### config.mk
export PLATFORM = sky130hd
export DESIGN_NAME = evtag_conflict_det
export DESIGN_NICKNAME = d
export VERILOG_FILES = /design/src/rtl/evtag_pkg.sv /design/src/rtl/evtag_set_bank.sv /design/src/rtl/evtag_sat_counter.sv /design/src/rtl/evtag_conflict_det.sv
export SDC_FILE = /design/constraint.sdc
export NUM_CORES = 1
export LEC_CHECK = 0
export BUFFER_PORTS_ARGS = -buffer_cell sky130_fd_sc_hd__buf_4
export CAP_MARGIN = 40
export CORE_MARGIN = 2
export CORE_UTILIZATION = 55
export CTS_BUF_LIST = sky130_fd_sc_hd__clkbuf_4 sky130_fd_sc_hd__clkbuf_8
export DETAILED_ROUTE_END_ITERATION = 7
export PLACE_DENSITY = 0.72
export SLEW_MARGIN = 20
export SYNTH_ARGS = -nofsm -noshare
export SYNTH_HDL_FRONTEND = slang
export SYNTH_SLANG_ARGS = --single-unit
### constraint.sdc
create_clock -name clk -period 2.55 [get_ports clk]
set_clock_uncertainty 0.2 [all_clocks]
set_input_delay 0.255 -clock clk [delete_from_list [all_inputs] [get_ports clk]]
set_output_delay 0.255 -clock clk [all_outputs]
set_load 0.005 [all_outputs]
### src/rtl/evtag_pkg.sv
package evtag_pkg;
  // History depth is this multiple of the associativity.
  localparam int unsigned HIST_PER_WAY = 2;
endpackage

### src/rtl/evtag_set_bank.sv
module evtag_set_bank #(
  parameter int unsigned TAG_W = 8,
  parameter int unsigned DEPTH = 4
) (
  input  logic             clk,
  input  logic             rst_n,
  input  logic             lk_en,
  input  logic [TAG_W-1:0] lk_tag,
  input  logic             push_en,
  input  logic [TAG_W-1:0] push_tag,
  output logic             hit
);
  localparam int unsigned PTR_W = (DEPTH > 1) ? $clog2(DEPTH) : 1;

  logic [TAG_W-1:0] tag_q [DEPTH];
  logic [DEPTH-1:0] vld_q;
  logic [DEPTH-1:0] match;
  logic [PTR_W-1:0] wp_q;

  always_comb begin
    for (int i = 0; i < DEPTH; i++)
      match[i] = vld_q[i] && (tag_q[i] == lk_tag);
  end
  assign hit = |match;

  for (genvar e = 0; e < DEPTH; e++) begin : g_ent
    always_ff @(posedge clk or negedge rst_n) begin
      if (!rst_n) begin
        vld_q[e] <= 1'b0;
        tag_q[e] <= '0;
      end else if (push_en && wp_q == PTR_W'(e)) begin
        vld_q[e] <= 1'b1;
        tag_q[e] <= push_tag;
      end else if (lk_en && match[e]) begin
        vld_q[e] <= 1'b0;
      end
    end
  end

  always_ff @(posedge clk or negedge rst_n) begin
    if (!rst_n)
      wp_q <= '0;
    else if (push_en)
      wp_q <= (wp_q == PTR_W'(DEPTH - 1)) ? '0 : wp_q + PTR_W'(1);
  end
endmodule

### src/rtl/evtag_sat_counter.sv
module evtag_sat_counter #(
  parameter int unsigned W = 16
) (
  input  logic         clk,
  input  logic         rst_n,
  input  logic         inc,
  output logic [W-1:0] count
);
  always_ff @(posedge clk or negedge rst_n) begin
    if (!rst_n)
      count <= '0;
    else if (inc && count != {W{1'b1}})
      count <= count + W'(1);
  end
endmodule

### src/rtl/evtag_conflict_det.sv
module evtag_conflict_det #(
  parameter int unsigned SETS  = 8,
  parameter int unsigned WAYS  = 2,
  parameter int unsigned TAG_W = 8,
  parameter int unsigned CNT_W = 16,
  localparam int unsigned IDX_W = (SETS > 1) ? $clog2(SETS) : 1
) (
  input  logic             clk,
  input  logic             rst_n,
  input  logic             ev_valid,
  output logic             ev_ready,
  input  logic [IDX_W-1:0] ev_set,
  input  logic [TAG_W-1:0] ev_tag,
  input  logic             ev_vic_valid,
  input  logic [TAG_W-1:0] ev_vic_tag,
  output logic             res_valid,
  output logic             res_conflict,
  output logic [CNT_W-1:0] conflict_count
);
  localparam int unsigned DEPTH = evtag_pkg::HIST_PER_WAY * WAYS;

  logic            acc;
  logic [SETS-1:0] hit_vec;
  logic            hit;

  assign acc = ev_valid && ev_ready;

  for (genvar s = 0; s < SETS; s++) begin : g_set
    logic sel;
    assign sel = acc && (ev_set == IDX_W'(s));
    evtag_set_bank #(.TAG_W(TAG_W), .DEPTH(DEPTH)) u_bank (
      .clk      (clk),
      .rst_n    (rst_n),
      .lk_en    (sel),
      .lk_tag   (ev_tag),
      .push_en  (sel && ev_vic_valid),
      .push_tag (ev_vic_tag),
      .hit      (hit_vec[s])
    );
  end

  assign hit = hit_vec[ev_set];

  always_ff @(posedge clk or negedge rst_n) begin
    if (!rst_n) begin
      ev_ready     <= 1'b0;
      res_valid    <= 1'b0;
      res_conflict <= 1'b0;
    end else begin
      ev_ready     <= 1'b1;
      res_valid    <= acc;
      res_conflict <= acc && hit;
    end
  end

  evtag_sat_counter #(.W(CNT_W)) u_cnt (
    .clk   (clk),
    .rst_n (rst_n),
    .inc   (acc && hit),
    .count (conflict_count)
  );
endmodule

### Yosys cells after proc, flatten, opt, wreduce, memory -nomap -nowiden

Index checks and enable logic that the tools add are counted.

* multiplexer cells: 74
* $lt $le $gt $ge: 1
* equality and inequality tests: 64
* reductions and logical operators: 164
* $add $sub $neg: 9

Operators by type and width (count)
* 8-bit == test: 32
* 1-bit logical AND: 115
* 1-bit 2-to-1 mux: 65
* 2-bit nonzero test: 32
* 2-bit == test (second input constant): 16
* 4-bit OR reduction: 8
* 16-bit by 1-bit adder with 16-bit output (second input constant): 1
* 2-bit by 1-bit adder with 2-bit output (second input constant): 8
* 2-bit by 1-bit == test with 1-bit output (second input constant): 8
* 2-bit logical NOT: 8
* 2-bit 2-to-1 mux: 8
* 16-bit inequality test (second input constant): 1
* 3-bit == test (second input constant): 4
* 3-bit by 2-bit == test with 1-bit output (second input constant): 2
* 3-bit by 4-bit < comparator with 1-bit output (second input constant): 1
* 1-bit binary-select mux with 3-bit select: 1
* 3-bit by 1-bit == test with 1-bit output (second input constant): 1
* 3-bit logical NOT: 1

* output and inout bits: 19
* logic and storage cells: 388
* register bits after elaboration: 323
* input bits: 23

### Longest topological paths before layout

Gate-level depths: netlist (run 1).

* depth after elaboration: 7
* depth in mapped cells: 11
* mapped depth without buffers: 9

### Cells and area by module

A second synthesis (run 1) with hierarchy kept.

* cells, all modules: 1221
* area total of the unflattened synthesis: 15722.6 sq um

By module, submodules not included
* evtag_set_bank (g_set[0].u_bank ...): cells each 138, times used 4, area each 1821.7 sq um
* evtag_set_bank (g_set[4].u_bank ...): cells each 139, times used 4, area each 1821.7 sq um
* evtag_sat_counter: cells each 72, times used 1, area each 859.6 sq um
* evtag_conflict_det: cells each 41, times used 1, area each 289.0 sq um

### Worst setup path before layout (run 1)

OpenSTA, ideal clock, no wires.

* kind: input to register
* start point: input port ev_tag[4]
* end point: register u_cnt.count[1]
* setup time: 0.125 ns
* arrival time: 2.018 ns
* slack: 0.207 ns
* cell stages on the path: 10
* path through: buf_6 > buf_6 > xor2_1 > nor4_1 > nand4_1 > nand4_1 > nand3_1 > o22ai_2 > nand2_1 > mux2_4

* cells in the longest elaborated chain, start to end: 7

RTL lines
* start, declared: line evtag_conflict_det.sv:13 `input logic [TAG_W-1:0] ev_tag,`
* 8-bit == test: line evtag_set_bank.sv:22 `match[i] = vld_q[i] && (tag_q[i] == lk_tag);`
* 1-bit logical AND: line evtag_set_bank.sv:22
* 4-bit OR reduction: line evtag_set_bank.sv:24 `assign hit = |match;`
* 1-bit binary-select mux with 3-bit select *: line evtag_conflict_det.sv:42 `assign hit = hit_vec[ev_set];`
* 1-bit 2-to-1 mux (implied by the code) *: line evtag_conflict_det.sv:42
* 1-bit logical AND *: line evtag_conflict_det.sv:59 `.inc (acc && hit),`
* 1-bit logical AND *: line evtag_sat_counter.sv:12 `else if (inc && count != {W{1'b1}})`
* end signal, assigned: line evtag_sat_counter.sv:13 `count <= count + W'(1);`
* end, declared: line evtag_sat_counter.sv:7 `output logic [W-1:0] count`

Mark *: on every way between the ends. The rest lies on a longest branch, timed or not. The select of a mux whose other input is x is not followed.
A chain may end at the register's enable or synchronous reset.

### Worst setup path after layout (run 1)

* start point: register g_set[7].u_bank.tag_q[23] (netlist name)
* end point: register u_cnt.count[1]

* cells in the longest elaborated chain, start to end: 7

RTL lines
* start, declared: line evtag_set_bank.sv:15 `logic [TAG_W-1:0] tag_q [DEPTH];`
* start signal, assigned by index: line evtag_set_bank.sv:33 `tag_q[e] <= push_tag;`
* 8-bit == test: line evtag_set_bank.sv:22
* 1-bit logical AND: line evtag_set_bank.sv:22
* 4-bit OR reduction: line evtag_set_bank.sv:24
* 1-bit binary-select mux with 3-bit select: line evtag_conflict_det.sv:42
* 1-bit 2-to-1 mux (implied by the code): line evtag_conflict_det.sv:42
* 1-bit logical AND: line evtag_conflict_det.sv:59
* 1-bit logical AND: line evtag_sat_counter.sv:12

No other way between the ends. The select of a mux whose other input is x is not followed.

==> summary.txt, run 1 <==
STA
  • Post-route setup slack: 0.115 ns
  • Max Fclk: 0.411 GHz
  • Post-layout min period: 2.44 ns
  • Slew Viols, Final: 0
  • Slew margin rel.: 0.614
  • Final hold violation count: 0
  • Worst-margin pin slew: 0.579 ns
  • Setup violations, final: 0
  • Hold WS: 0.0257 ns
  • Final worst-path cycle share: 0.955

Placed design
  • Placed inst area: 17,200 sq um
  • Port bufs: 41
  • GPL Wtd Cong: 0.766
  • Worst setup slack after placement: -0.391 ns
  • Hpwl dp: 22,100 microns

Min path
  • Worst hold path type: primary input to asynchronous set/reset pin

Synthesis
  • Cells after Synth: 1,293
  • Synth area leaders: dfrtp_1, mux2_2, xor2_1, nand2_1, ha_1
  • Synth top area share: 0.508
  • Syn nets: 1,349
  • YS warnings: 0
  • Yosys reg bits: 323
  • Netlist cell types: 33
  • Area leader, netlist: dfrtp_1
  • Sequential-to-total area share from yosys stat: 0.508
  • Synthesized area: 15,900 sq um
  • Synthesized area per cell: 12.3 sq um

Clock network
  • Root Buffer Master: clkbuf_8
  • TritonCTS clock tree: done
  • CTS Buf Count: 54
  • Clk_lat worst skew: 0.58 ns
  • Clk sinks: 323
  • Reg clk slew, reported paths: 0.06 ns
  • H-tree levels: 2
  • Post-CTS Repair Setup Buffers: 0
  • Clock buffer depth: 3

Layout
  • Nets@finish: 1,483
  • Cell area after layout: 18,400 sq um
  • Layout cell share with drive strength beyond 1: 0.350
  • Commonest non-fill, non-tap cell in the layout: dfrtp_1
  • Most frequent cells in the layout: dfrtp_1, mux2_2, xor2_1
  • Area growth from synthesis to layout: 15.7%
  • Ant. Diodes: 0

Critical path
  • Worst Path Max Fanout: 3
  • CP startpoint kind: register
  • Crit Path Class: register to register
  • Critical Path RT: 2.81 ns
  • CP Capture Type: register
  • Worst Path Arrival: 2.69 ns

Power and ir drop
  • Pleak: 9.37 nW
  • Comb pwr share: 0.165
  • Internal power: 9.38 mW
  • Register share of total power: 0.486
  • Final Power: 12.9 mW
  • P_sw: 3.55 mW
  • Switch share: 0.274
  • Max VDD drop: 0.000351 V
  • P per Cell Area: 702 nW/um^2
  • Clock power share: 0.348

Global routing
  • Overall routing resource usage: 0.243
  • First-pass GRT wire length: 58,100 microns
  • GRT overflow: 0
  • Vias in the first global route: 10,700
  • Largest net degree at the start of global routing: 74
  • Antenna violations before repair: 0

Route
  • Vias per inst: 5.52
  • Drt first pass iters: 5
  • DRC Markers: 0
  • Iter 0 DRT Violations: 562
  • Via count: 10,200
  • WL/cell: 19.5 microns
  • Routed WL: 35,900 microns
  • Final ANT Viol Nets: 0

Floorplanning
  • # IOs: 42
  • Die area: 30,300 sq um
  • Initial Util: 0.556
  • Core area: 28,600 sq um
  • Die Y: 174 microns
  • Num rows: 62
  • Die W: 174 microns

Outcome
  • Status: complete, no violations

Flow run
  • Max Cap Violations: 0
-- worst max-delay path, cell delays in order (launching register included) --
cell     delay (ns)
dfrtp_1        0.40
xor2_1         0.16
nor4_2         0.29
buf_4          0.15
nand3_1        0.10
nand4_1        0.16
nand3_2        0.15
o22ai_4        0.27
nand2_1        0.13
mux2_4         0.31
-- worst paths after layout --
path	from	slack, ns	end	depth (start not counted)
max in group asynchronous	rst_n	1.32	g_set[0].u_bank.vld_q[3]	3
worst min-delay path	rst_n	0.03	g_set[4].u_bank.tag_q[21]	2
worst max register to register	g_set[7].u_bank.tag_q[23]	0.11	u_cnt.count[1]	9
min in group clk	ev_set[0]	0.07	g_set[3].u_bank.vld_q[0]	5
worst min register to register	g_set[7].u_bank.vld_q[1]	0.28	g_set[7].u_bank.vld_q[1]	2
worst max-delay path	g_set[7].u_bank.tag_q[23]	0.11	u_cnt.count[1]	9
-- flip-flops by register name, indices dropped and copies added (netlist names) --
| signal | flops |
|---|---|
| g_set.u_bank.tag_q | 256 |
| g_set.u_bank.vld_q | 32 |
| g_set.u_bank.wp_q | 16 |
| u_cnt.count | 16 |
| ev_ready | 1 |
| res_conflict | 1 |
| res_valid | 1 |
-- what timing repair did --
action | CTS | global route
hold endpoints to repair | 325 | 0
hold buffers | 3 | 0
gates resized for setup | 4 | 23
setup endpoints to repair | 10 | 48
pin swaps | 0 | 1
gates cloned | 0 | 1
-- stage by stage --
step / std cells / TNS, ns / utilization
2_1_floorplan: 1293 / 0 / -
3_3_place_gp: 1751 / -5.63 / 0.601
3_5_place_dp: 1751 / -5.81 / 0.601
4_1_cts: 1841 / 0 / 0.639
5_1_grt: 1842 / -0.00135 / 0.644
6_report: 1842 / 0 / 0.644
-- logic make-up after synthesis --
group / count (synthesis) / share of synthesized area
flip-flops: 323 / 0.508
AND/OR/NAND/NOR: 276 / 0.0837
XOR/XNOR: 271 / 0.149
multiplexers: 264 / 0.187
buffers and inverters: 78 / 0.0306
AO/OA/AOI/OAI: 47 / 0.0161
adder cells (fa/ha/maj): 33 / 0.0259
other: 1 / 0.000235
-- power by group through the flow --
| stage | sequential (mW) | clock (mW) | combinational, mW |
|---|---|---|---|
| finish | 6.29 | 4.50 | 2.14 |
| global route | 6.37 | 4.84 | 2.39 |
| CTS | 6.28 | 4.60 | 2.11 |
| detailed placement | 6.37 | 0 | 2.08 |
| global placement | 6.33 | 0 | 2.00 |
| floorplan | 6.26 | 0 | 1.44 |
-- layout make-up --
class | count | area (sq um)
clock buffer | 77 | 966
clock inverter | 10 | 77.6
fill | 2210 | 10200
inverter | 20 | 75.1
multi-input combinational | 892 | 7500
sequential | 323 | 8080
tap | 384 | 480
timing repair buffer | 136 | 1240
-- Yosys cell counts (all sizes together) --
cell,n
dfrtp,323
inv,20
conb,1
xnor2,15
o2111ai,1
or2,1
mux2,264
nor2b,3
nand2,111
a31oi,5
o21ai,39
nor3,1
nand2b,2
buf,34
nand4,12
nand3,46
nand3b,1
ha,33
clkbuf,24
nor4,61
nor2,26
xor2,256
a311oi,1
and3,9
o22ai,1
and2,3
-- layer usage --
metal / up-vias / wire length (microns) / global-route usage
met2: 168 / 17500 / 0.408
met1: 5234 / 16300 / 0.332
met4: 0 / 699 / 0.0651
met3: 62 / 1460 / 0.0359
met5: - / 0 / 0
li1: 4699 / - / -
Power figures use the tool's default switching activity.
==> run 2, diff against run 1 <==
- PLACE_DENSITY: 0.72 -> 0.74
- clock period: 2.55 -> 2.1 ns (I/O delays scaled with it)
==> summary.txt, run 2 (synthesized netlist as in run 1, its figures left out) <==
Power and ir drop
  • Pleak: 9.79 nW (was 9.37 nW)
  • P_sw: 4.40 mW (was 3.55 mW)
  • Register share of total power: 0.475 (was 0.486)
  • Internal power: 11.7 mW (was 9.38 mW)
  • Switch share: 0.274 (about the same)
  • Comb pwr share: 0.173 (was 0.165)
  • Clock power share: 0.352 (was 0.348)
  • P per Cell Area: 832 nW/um^2 (was 702 nW/um^2)
  • Max VDD drop: 0.000460 V (was 0.000351 V)
  • Final Power: 16.1 mW (was 12.9 mW)

STA
  • Max Fclk: 0.408 GHz (was 0.411 GHz)
  • Slew margin rel.: 0.585 (was 0.614)
  • Hold WS: 0.0493 ns (was 0.0257 ns)
  • Final worst-path cycle share: 1.17 (was 0.955)
  • Post-route setup slack: -0.350 ns (was 0.115 ns)
  • RSZ-0062 raised after global routing: true
  • Final hold violation count: 0 (unchanged)
  • Slew Viols, Final: 0 (unchanged)
  • Setup TNS: -5.05 ns (was 0 ns)
  • Post-layout min period: 2.45 ns (was 2.44 ns)
  • Setup violations, final: 17 (was 0)
  • Worst-margin pin slew: 0.623 ns (was 0.579 ns)

Min path
  • Hold Path Stages: 2
  • Worst hold path type: primary input to register (was primary input to asynchronous set/reset pin)
  • Hold path start: ev_vic_tag[2]
  • Worst Hold End: g_set[5].u_bank.tag_q[18]

Clock network
  • Clk_lat worst skew: 0.58 ns (about the same)
  • Root Buffer Master: clkbuf_8 (unchanged)
  • CTS Buf Count: 53 (was 54)
  • TritonCTS clock tree: done (unchanged)
  • Clk sinks: 323 (unchanged)
  • Reg clk slew, reported paths: 0.06 ns (about the same)
  • Clock buffer depth: 3 (unchanged)
  • H-tree levels: 2 (unchanged)

Layout
  • Max reg flops: 256 (unchanged)
  • Reg area: 8080 sq um (unchanged)
  • FILL cells: 2,060 (was 2,210)
  • Commonest non-fill, non-tap cell in the layout: dfrtp_1 (unchanged)
  • Multi-input logic area: 7710 sq um (was 7500 sq um)
  • Most frequent cells in the layout: dfrtp_1, mux2_2, xor2_1 (unchanged)
  • Top flop regs: g_set.u_bank.tag_q x256, g_set.u_bank.vld_q x32 (unchanged)
  • Area growth from synthesis to layout: 21.2% (was 15.7%)
  • Layout cell share with drive strength beyond 1: 0.396 (was 0.350)
  • Util after Layout: 0.674 (was 0.644)
  • Nets@finish: 1,522 (was 1,483)
  • Ant. Diodes: 0 (unchanged)
  • Top reg by flops: g_set.u_bank.tag_q (unchanged)

Route
  • Via count: 10,400 (was 10,200)
  • Routed WL: 36,500 microns (was 35,900 microns)
  • DRC Markers: 0 (unchanged)
  • Drt first pass iters: 5 (unchanged)
  • Final ANT Viol Nets: 0 (unchanged)
  • Met3 WL post-DR: 1370 microns (was 1460 microns)
  • WL met1: 16,100 microns (was 16,300 microns)
  • Met2 wire length: 18,300 microns (was 17,500 microns)
  • WL/cell: 19.4 microns (was 19.5 microns)
  • Vias per inst: 5.50 (was 5.52)
  • Iter 0 DRT Violations: 594 (was 562)
  • Highest routed layer: met4 (unchanged)

Floorplanning
  • Die area: 30,300 sq um (unchanged)
  • Num rows: 62 (unchanged)
  • Core area: 28,600 sq um (unchanged)
  • Die W: 174 microns (unchanged)
  • Initial Util: 0.556 (unchanged)
  • # IOs: 42 (unchanged)
  • Die Y: 174 microns (unchanged)

Critical path
  • Crit Path Class: register to register (unchanged)
  • Worst Path Arrival: 2.71 ns (was 2.69 ns)
  • Reg2Reg Setup Slack: -0.35 ns (was 0.11 ns)
  • CP Capture Type: register (unchanged)
  • FF-to-FF End: u_cnt.count[12] (was u_cnt.count[1])
  • Worst Path Max Fanout: 6 (was 3)
  • R2R Path Start: g_set[4].u_bank.tag_q[12] (was g_set[7].u_bank.tag_q[23])
  • Critical Path RT: 2.36 ns (was 2.81 ns)
  • CP startpoint kind: register (unchanged)
  • Worst reg2reg path depth: 10 (was 9)

Flow run
  • Max Cap Violations: 0 (unchanged)

Global routing
  • Vias in the first global route: 11,000 (was 10,700)
  • First-pass GRT wire length: 59,200 microns (was 58,100 microns)
  • Overall routing resource usage: 0.247 (was 0.243)
  • Largest net degree at the start of global routing: 65 (was 74)
  • Antenna violations before repair: 0 (unchanged)
  • GRT overflow: 0 (unchanged)

Outcome
  • Status: finished, violations left (was complete, no violations)
  • Violated checks: negative setup slack

Placed design
  • Worst setup slack after placement: -0.733 ns (was -0.391 ns)
  • Hpwl dp: 22,300 microns (was 22,100 microns)
  • GPL Wtd Cong: 0.791 (was 0.766)
  • Port bufs: 41 (unchanged)
[run 2: cell types whose count changed in the layout (fill, tap and decap cells not counted), sizes merged]
| cell | change |
|---|---|
| clkinv | -3 |
| dlygate4sd3 | +2 |
| buf | +38 |
| bufinv | -1 |
| clkbuf | +9 |
[run 2: power groups by stage]
stage                     combinational (mW)  sequential, mW  clock, mW
after global routing                    3.08            7.73       6.06
final                                   2.78            7.63       5.65
after CTS                               2.71            7.62       5.76
after detailed placement                2.61            7.72          0
after global placement                  2.52            7.67          0
after floorplan                         1.77            7.60          0
[run 2: worst max-delay path by stage]
stage	start	slack, ns	endpoint	cells past startpoint
floorplan	ev_tag[3]	-0.11	u_cnt.count[1]	10
global placement	ev_tag[5]	-0.70	u_cnt.count[12]	11
detailed placement	ev_tag[2]	-0.73	u_cnt.count[15]	11
CTS	g_set[6].u_bank.tag_q[22]	-0.29	u_cnt.count[1]	9
global route	g_set[4].u_bank.tag_q[12]	-0.47	u_cnt.count[12]	10
finish	g_set[4].u_bank.tag_q[12]	-0.35	u_cnt.count[12]	10
[run 2: final cells by class]
class                   count  share of cell area
flip-flops and latches    323               0.419
multi-input cells         892               0.400
repair buffers            176              0.0952
clock buffers              86              0.0558
well taps                 384              0.0249
inverters                  20             0.00389
clock inverters             6             0.00169
[run 2: through the flow]
stage,instances,area [sq um]
floorplan,1293,16000
global placement,1784,17800
detailed placement,1784,17800
CTS,1883,19100
global route,1887,19300
finish,1887,19300
[run 2: layer usage]
metal | vias up | global-route usage
li1 | 4772 | -
met1 | 5324 | 0.324
met2 | 213 | 0.430
met3 | 62 | 0.0330
met4 | 0 | 0.0774
met5 | - | 0
[run 2: critical path, stage by stage, from the launching register on]
cell and delay (ns):
dfrtp_1 0.40, xor2_2 0.16, nor4_2 0.28, buf_4 0.17
a311oi_2 0.08, nand4_1 0.16, nand3_2 0.14, o22ai_4 0.30
buf_6 0.18, nand4_1 0.12, xnor2_1 0.15
[run 2: repair_timing]
action / 4_1_cts / 5_1_grt
pin swaps: 15 / 7
hold endpoints to repair: 333 / 0
resized for setup: 29 / 39
hold buffers: 6 / 0
gates cloned: 1 / 0
setup buffers: 0 / 4
endpoints found under the setup margin: 105 / 190
==> run 3, diff against run 2 <==
- ABC_AREA: unset -> 1
==> summary.txt, run 3 <==
Outcome
  • Status: finished, violations left (unchanged)
  • Violated checks: negative setup slack (unchanged)

Route
  • Via count: 12,800 (was 10,400)
  • Drt first pass iters: 5 (unchanged)
  • Final ANT Viol Nets: 0 (unchanged)
  • DRC Markers: 0 (unchanged)
  • WL/cell: 16.5 microns (was 19.4 microns)
  • Iter 0 DRT Violations: 930 (was 594)
  • Vias per inst: 5.31 (was 5.50)
  • Routed WL: 39,900 microns (was 36,500 microns)

Synthesis
  • Synth top area share: 0.500 (was 0.508)
  • Synthesized area: 16,200 sq um (was 15,900 sq um)
  • Top_reg_cell synth: dfrtp_1 (unchanged)
  • Syn nets: 1,910 (was 1,349)
  • Post-synth EDFFs: 0 (unchanged)
  • Yosys reg bits: 323 (unchanged)
  • Synthesized area per cell: 8.72 sq um (was 12.3 sq um)
  • Top cells by count, synth: nand2_1, dfrtp_1, o21ai_0, xnor2_1, nor2_1 (was dfrtp_1, mux2_2, xor2_1, nand2_1, nor4_1)
  • Synth area leaders: dfrtp_1, nand2_1, xnor2_1, o21ai_0, nand3_1 (was dfrtp_1, mux2_2, xor2_1, nand2_1, ha_1)
  • FFs w/ async S/R, synth: 1.00 (unchanged)
  • Area leader, netlist: dfrtp_1 (unchanged)
  • Sequential-to-total area share from yosys stat: 0.500 (was 0.508)
  • Count leader, synth: nand2_1 (was dfrtp_1)
  • YS warnings: 0 (unchanged)
  • Netlist cell types: 25 (was 33)
  • Cells after Synth: 1,854 (was 1,293)

Critical path
  • FF-to-FF End: u_cnt.count[8] (was u_cnt.count[12])
  • Critical Path RT: 2.42 ns (was 2.36 ns)
  • R2R Path Start: g_set[4].u_bank.tag_q[1] (was g_set[4].u_bank.tag_q[12])
  • Worst Path Arrival: 2.51 ns (was 2.71 ns)
  • CP delay by family, top: simple AND/OR/NAND/NOR gates (unchanged)
  • Worst Path Buf+Inv: 2 (unchanged)
  • Reg2Reg Setup Slack: -0.09 ns (was -0.35 ns)
  • Crit Path Class: register to register (unchanged)
  • CP peak stage delay: 0.39 ns (was 0.40 ns)
  • Worst Path Max Fanout: 6 (unchanged)
  • Worst reg2reg path depth: 14 (was 10)
  • CP max stage cell: dfrtp_1 (unchanged)
  • CP Capture Type: register (unchanged)
  • Critical path, cell by cell: xnor2_1, nand2_1, nor2_2, nand3_2, nand3_2, nor2_1, nor2_2, nand3_4, nand2_8, clkbuf_16, nand3_1, nand2_1, nand2_1, inv_1 (was xor2_2, nor4_2, buf_4, a311oi_2, nand4_1, nand3_2, o22ai_4, buf_6, nand4_1, xnor2_1)
  • CP startpoint kind: register (unchanged)
  • Critical Path Most Common Cell: nand2_1 (was nand4_1)

Power and ir drop
  • Max VDD drop: 0.000671 V (was 0.000460 V)
  • Switch share: 0.287 (was 0.274)
  • Register share of total power: 0.467 (was 0.475)
  • Comb pwr share: 0.182 (was 0.173)
  • P_sw: 4.71 mW (was 4.40 mW)
  • P per Cell Area: 848 nW/um^2 (was 832 nW/um^2)
  • Pleak: 8.94 nW (was 9.79 nW)
  • Clock power share: 0.351 (was 0.352)
  • Internal power: 11.7 mW (about the same)

STA
  • Worst-margin pin slew: 0.775 ns (was 0.623 ns)
  • Setup TNS: -0.806 ns (was -5.05 ns)
  • Max Fclk: 0.456 GHz (was 0.408 GHz)
  • RSZ-0062 raised after global routing: true (unchanged)
  • Post-route setup slack: -0.0942 ns (was -0.350 ns)
  • Slew Viols, Final: 0 (unchanged)
  • Setup violations, final: 16 (was 17)
  • Final hold violation count: 0 (unchanged)
  • Post-layout min period: 2.19 ns (was 2.45 ns)
  • Slew margin rel.: 0.482 (was 0.585)
  • Final worst-path cycle share: 1.04 (was 1.17)

Layout
  • Layout cell share with drive strength beyond 1: 0.176 (was 0.396)
  • Ant. Diodes: 0 (unchanged)
  • Area growth from synthesis to layout: 19.9% (was 21.2%)
  • Cell area after layout: 19,400 sq um (was 19,300 sq um)
  • Nets@finish: 2,048 (was 1,522)
  • FILL cells: 2,278 (was 2,060)
  • Commonest non-fill, non-tap cell in the layout: nand2_1 (was dfrtp_1)
  • Top reg by flops: g_set.u_bank.tag_q (unchanged)
  • Top flop regs: g_set.u_bank.tag_q x256, g_set.u_bank.vld_q x32 (unchanged)
  • Layout Cells excl Fill: 2,415 (was 1,887)
  • Most frequent cells in the layout: nand2_1, dfrtp_1, o21ai_0 (was dfrtp_1, mux2_2, xor2_1)
  • Util after Layout: 0.672 (was 0.674)
  • Max reg flops: 256 (unchanged)

Clock network
  • Clock buffer depth: 3 (unchanged)
  • Clk sinks: 323 (unchanged)
  • Root Buffer Master: clkbuf_8 (unchanged)
  • TritonCTS clock tree: done (unchanged)
  • CTS Buf Count: 54 (was 53)
  • H-tree levels: 2 (unchanged)
  • Reg clk slew, reported paths: 0.06 ns (about the same)
  • Clk_lat worst skew: 0.58 ns (about the same)

Global routing
  • Largest net degree at the start of global routing: 98 (was 65)
  • First-pass GRT wire length: 63,500 microns (was 59,200 microns)
  • Antenna violations before repair: 0 (unchanged)
  • Vias in the first global route: 12,500 (was 11,000)
  • GRT overflow: 0 (unchanged)
  • Overall routing resource usage: 0.257 (was 0.247)

Floorplanning
  • Die W: 175 microns (was 174 microns)
  • Initial Util: 0.560 (was 0.556)
  • Die Y: 175 microns (was 174 microns)
  • Core area: 28,900 sq um (was 28,600 sq um)
  • Num rows: 62 (unchanged)
  • # IOs: 42 (unchanged)
  • Die area: 30,800 sq um (was 30,300 sq um)

Placed design
  • GPL Wtd Cong: 0.797 (was 0.791)
  • Placed inst area: 17,500 sq um (was 17,800 sq um)
  • Worst setup slack after placement: -0.223 ns (was -0.733 ns)
  • Hpwl dp: 24,000 microns (was 22,300 microns)
  • Placed insts: 2,289 (was 1,784)
  • Port bufs: 41 (unchanged)

Flow run
  • Max Cap Violations: 0 (unchanged)

Min path
  • Hold path start: ev_vic_tag[0] (was ev_vic_tag[2])
  • Worst Hold End: g_set[5].u_bank.tag_q[0] (was g_set[5].u_bank.tag_q[18])
  • Worst hold path type: primary input to register (unchanged)
  • Hold Path Stages: 4 (was 2)
-- run 3: cell count changes after synthesis, sizes merged, moves of 9 or more --
cell	change
xnor2	+220
nand3	+43
and3	-9
nor2	+73
o21ai	+235
nand2	+461
clkbuf	+33
xor2	-250
mux2	-264
inv	+77
nor4	-59
-- run 3: stage by stage --
stage / hold slack, ns / total power [mW]
2_1_floorplan: -0.286 / 9.58
3_3_place_gp: -0.138 / 10.4
3_5_place_dp: -0.143 / 10.5
4_1_cts: 0.00550 / 16.4
5_1_grt: 0.0588 / 17.3
6_report: 0.0472 / 16.4
-- run 3: routing by layer --
layer	track usage	up-vias	wire length, microns
met1	0.365	6211	17800
met2	0.412	346	18900
met3	0.0364	95	2250
met4	0.0830	0	1010
met5	0	-	0
li1	-	6160	-
-- run 3: logic make-up after synthesis --
family	Yosys count	share of synthesized area
AOI/OAI and AO/OA	280	0.0876
xor gates and xnor gates	241	0.131
adders and majority gates	33	0.0255
buffers and inverters	190	0.0604
DFF	323	0.500
other	1	0.000232
and+or+nand+nor	786	0.196
-- run 3: cell type report --
type	count	area, sq um	area share
inverters	97	364	0.0188
clock buffers	91	1110	0.0572
clock inverters	4	20.0	0.00103
repair buffers	174	1800	0.0927
multi-input cells	1342	7530	0.389
flip-flops and latches	323	8080	0.417
well taps	384	480	0.0248
-- run 3: how the worst max path moves through the flow --
stage / start / to / slack, ns / cells after the start
2_1_floorplan: u_cnt.count[0] / u_cnt.count[8] / 0.005 / 13
3_3_place_gp: ev_tag[0] / u_cnt.count[8] / -0.21 / 16
3_5_place_dp: ev_tag[1] / u_cnt.count[4] / -0.22 / 15
4_1_cts: u_cnt.count[0] / u_cnt.count[5] / -0.002 / 13
5_1_grt: u_cnt.count[0] / u_cnt.count[5] / -0.23 / 13
6_report: g_set[4].u_bank.tag_q[1] / u_cnt.count[8] / -0.09 / 14
-- run 3: what timing repair did --
item	in CTS	in global routing
buffers inserted	1	12
pin swaps	1	19
resized for setup	17	90
endpoints found under the setup margin	33	238
hold endpoints to repair	340	0
gates cloned	0	5
hold buffers	13	0
-- run 3: worst reg2reg max path: cells and delay by family, from the launching register on --
family | cells | cell delay [ns]
buf+inv | 2 | 0.21
xor+xnor | 1 | 0.17
flops | 1 | 0.39
simple gates | 11 | 1.17
-- run 3: power groups by stage --
| stage | combinational [mW] | clock [mW] | sequential [mW] |
|---|---|---|---|
| global placement | 2.68 | 0 | 7.68 |
| floorplan | 1.96 | 0 | 7.62 |
| detailed placement | 2.81 | 0 | 7.73 |
| CTS | 2.88 | 5.86 | 7.64 |
| finish | 3.00 | 5.77 | 7.67 |
| global route | 3.40 | 6.14 | 7.77 |
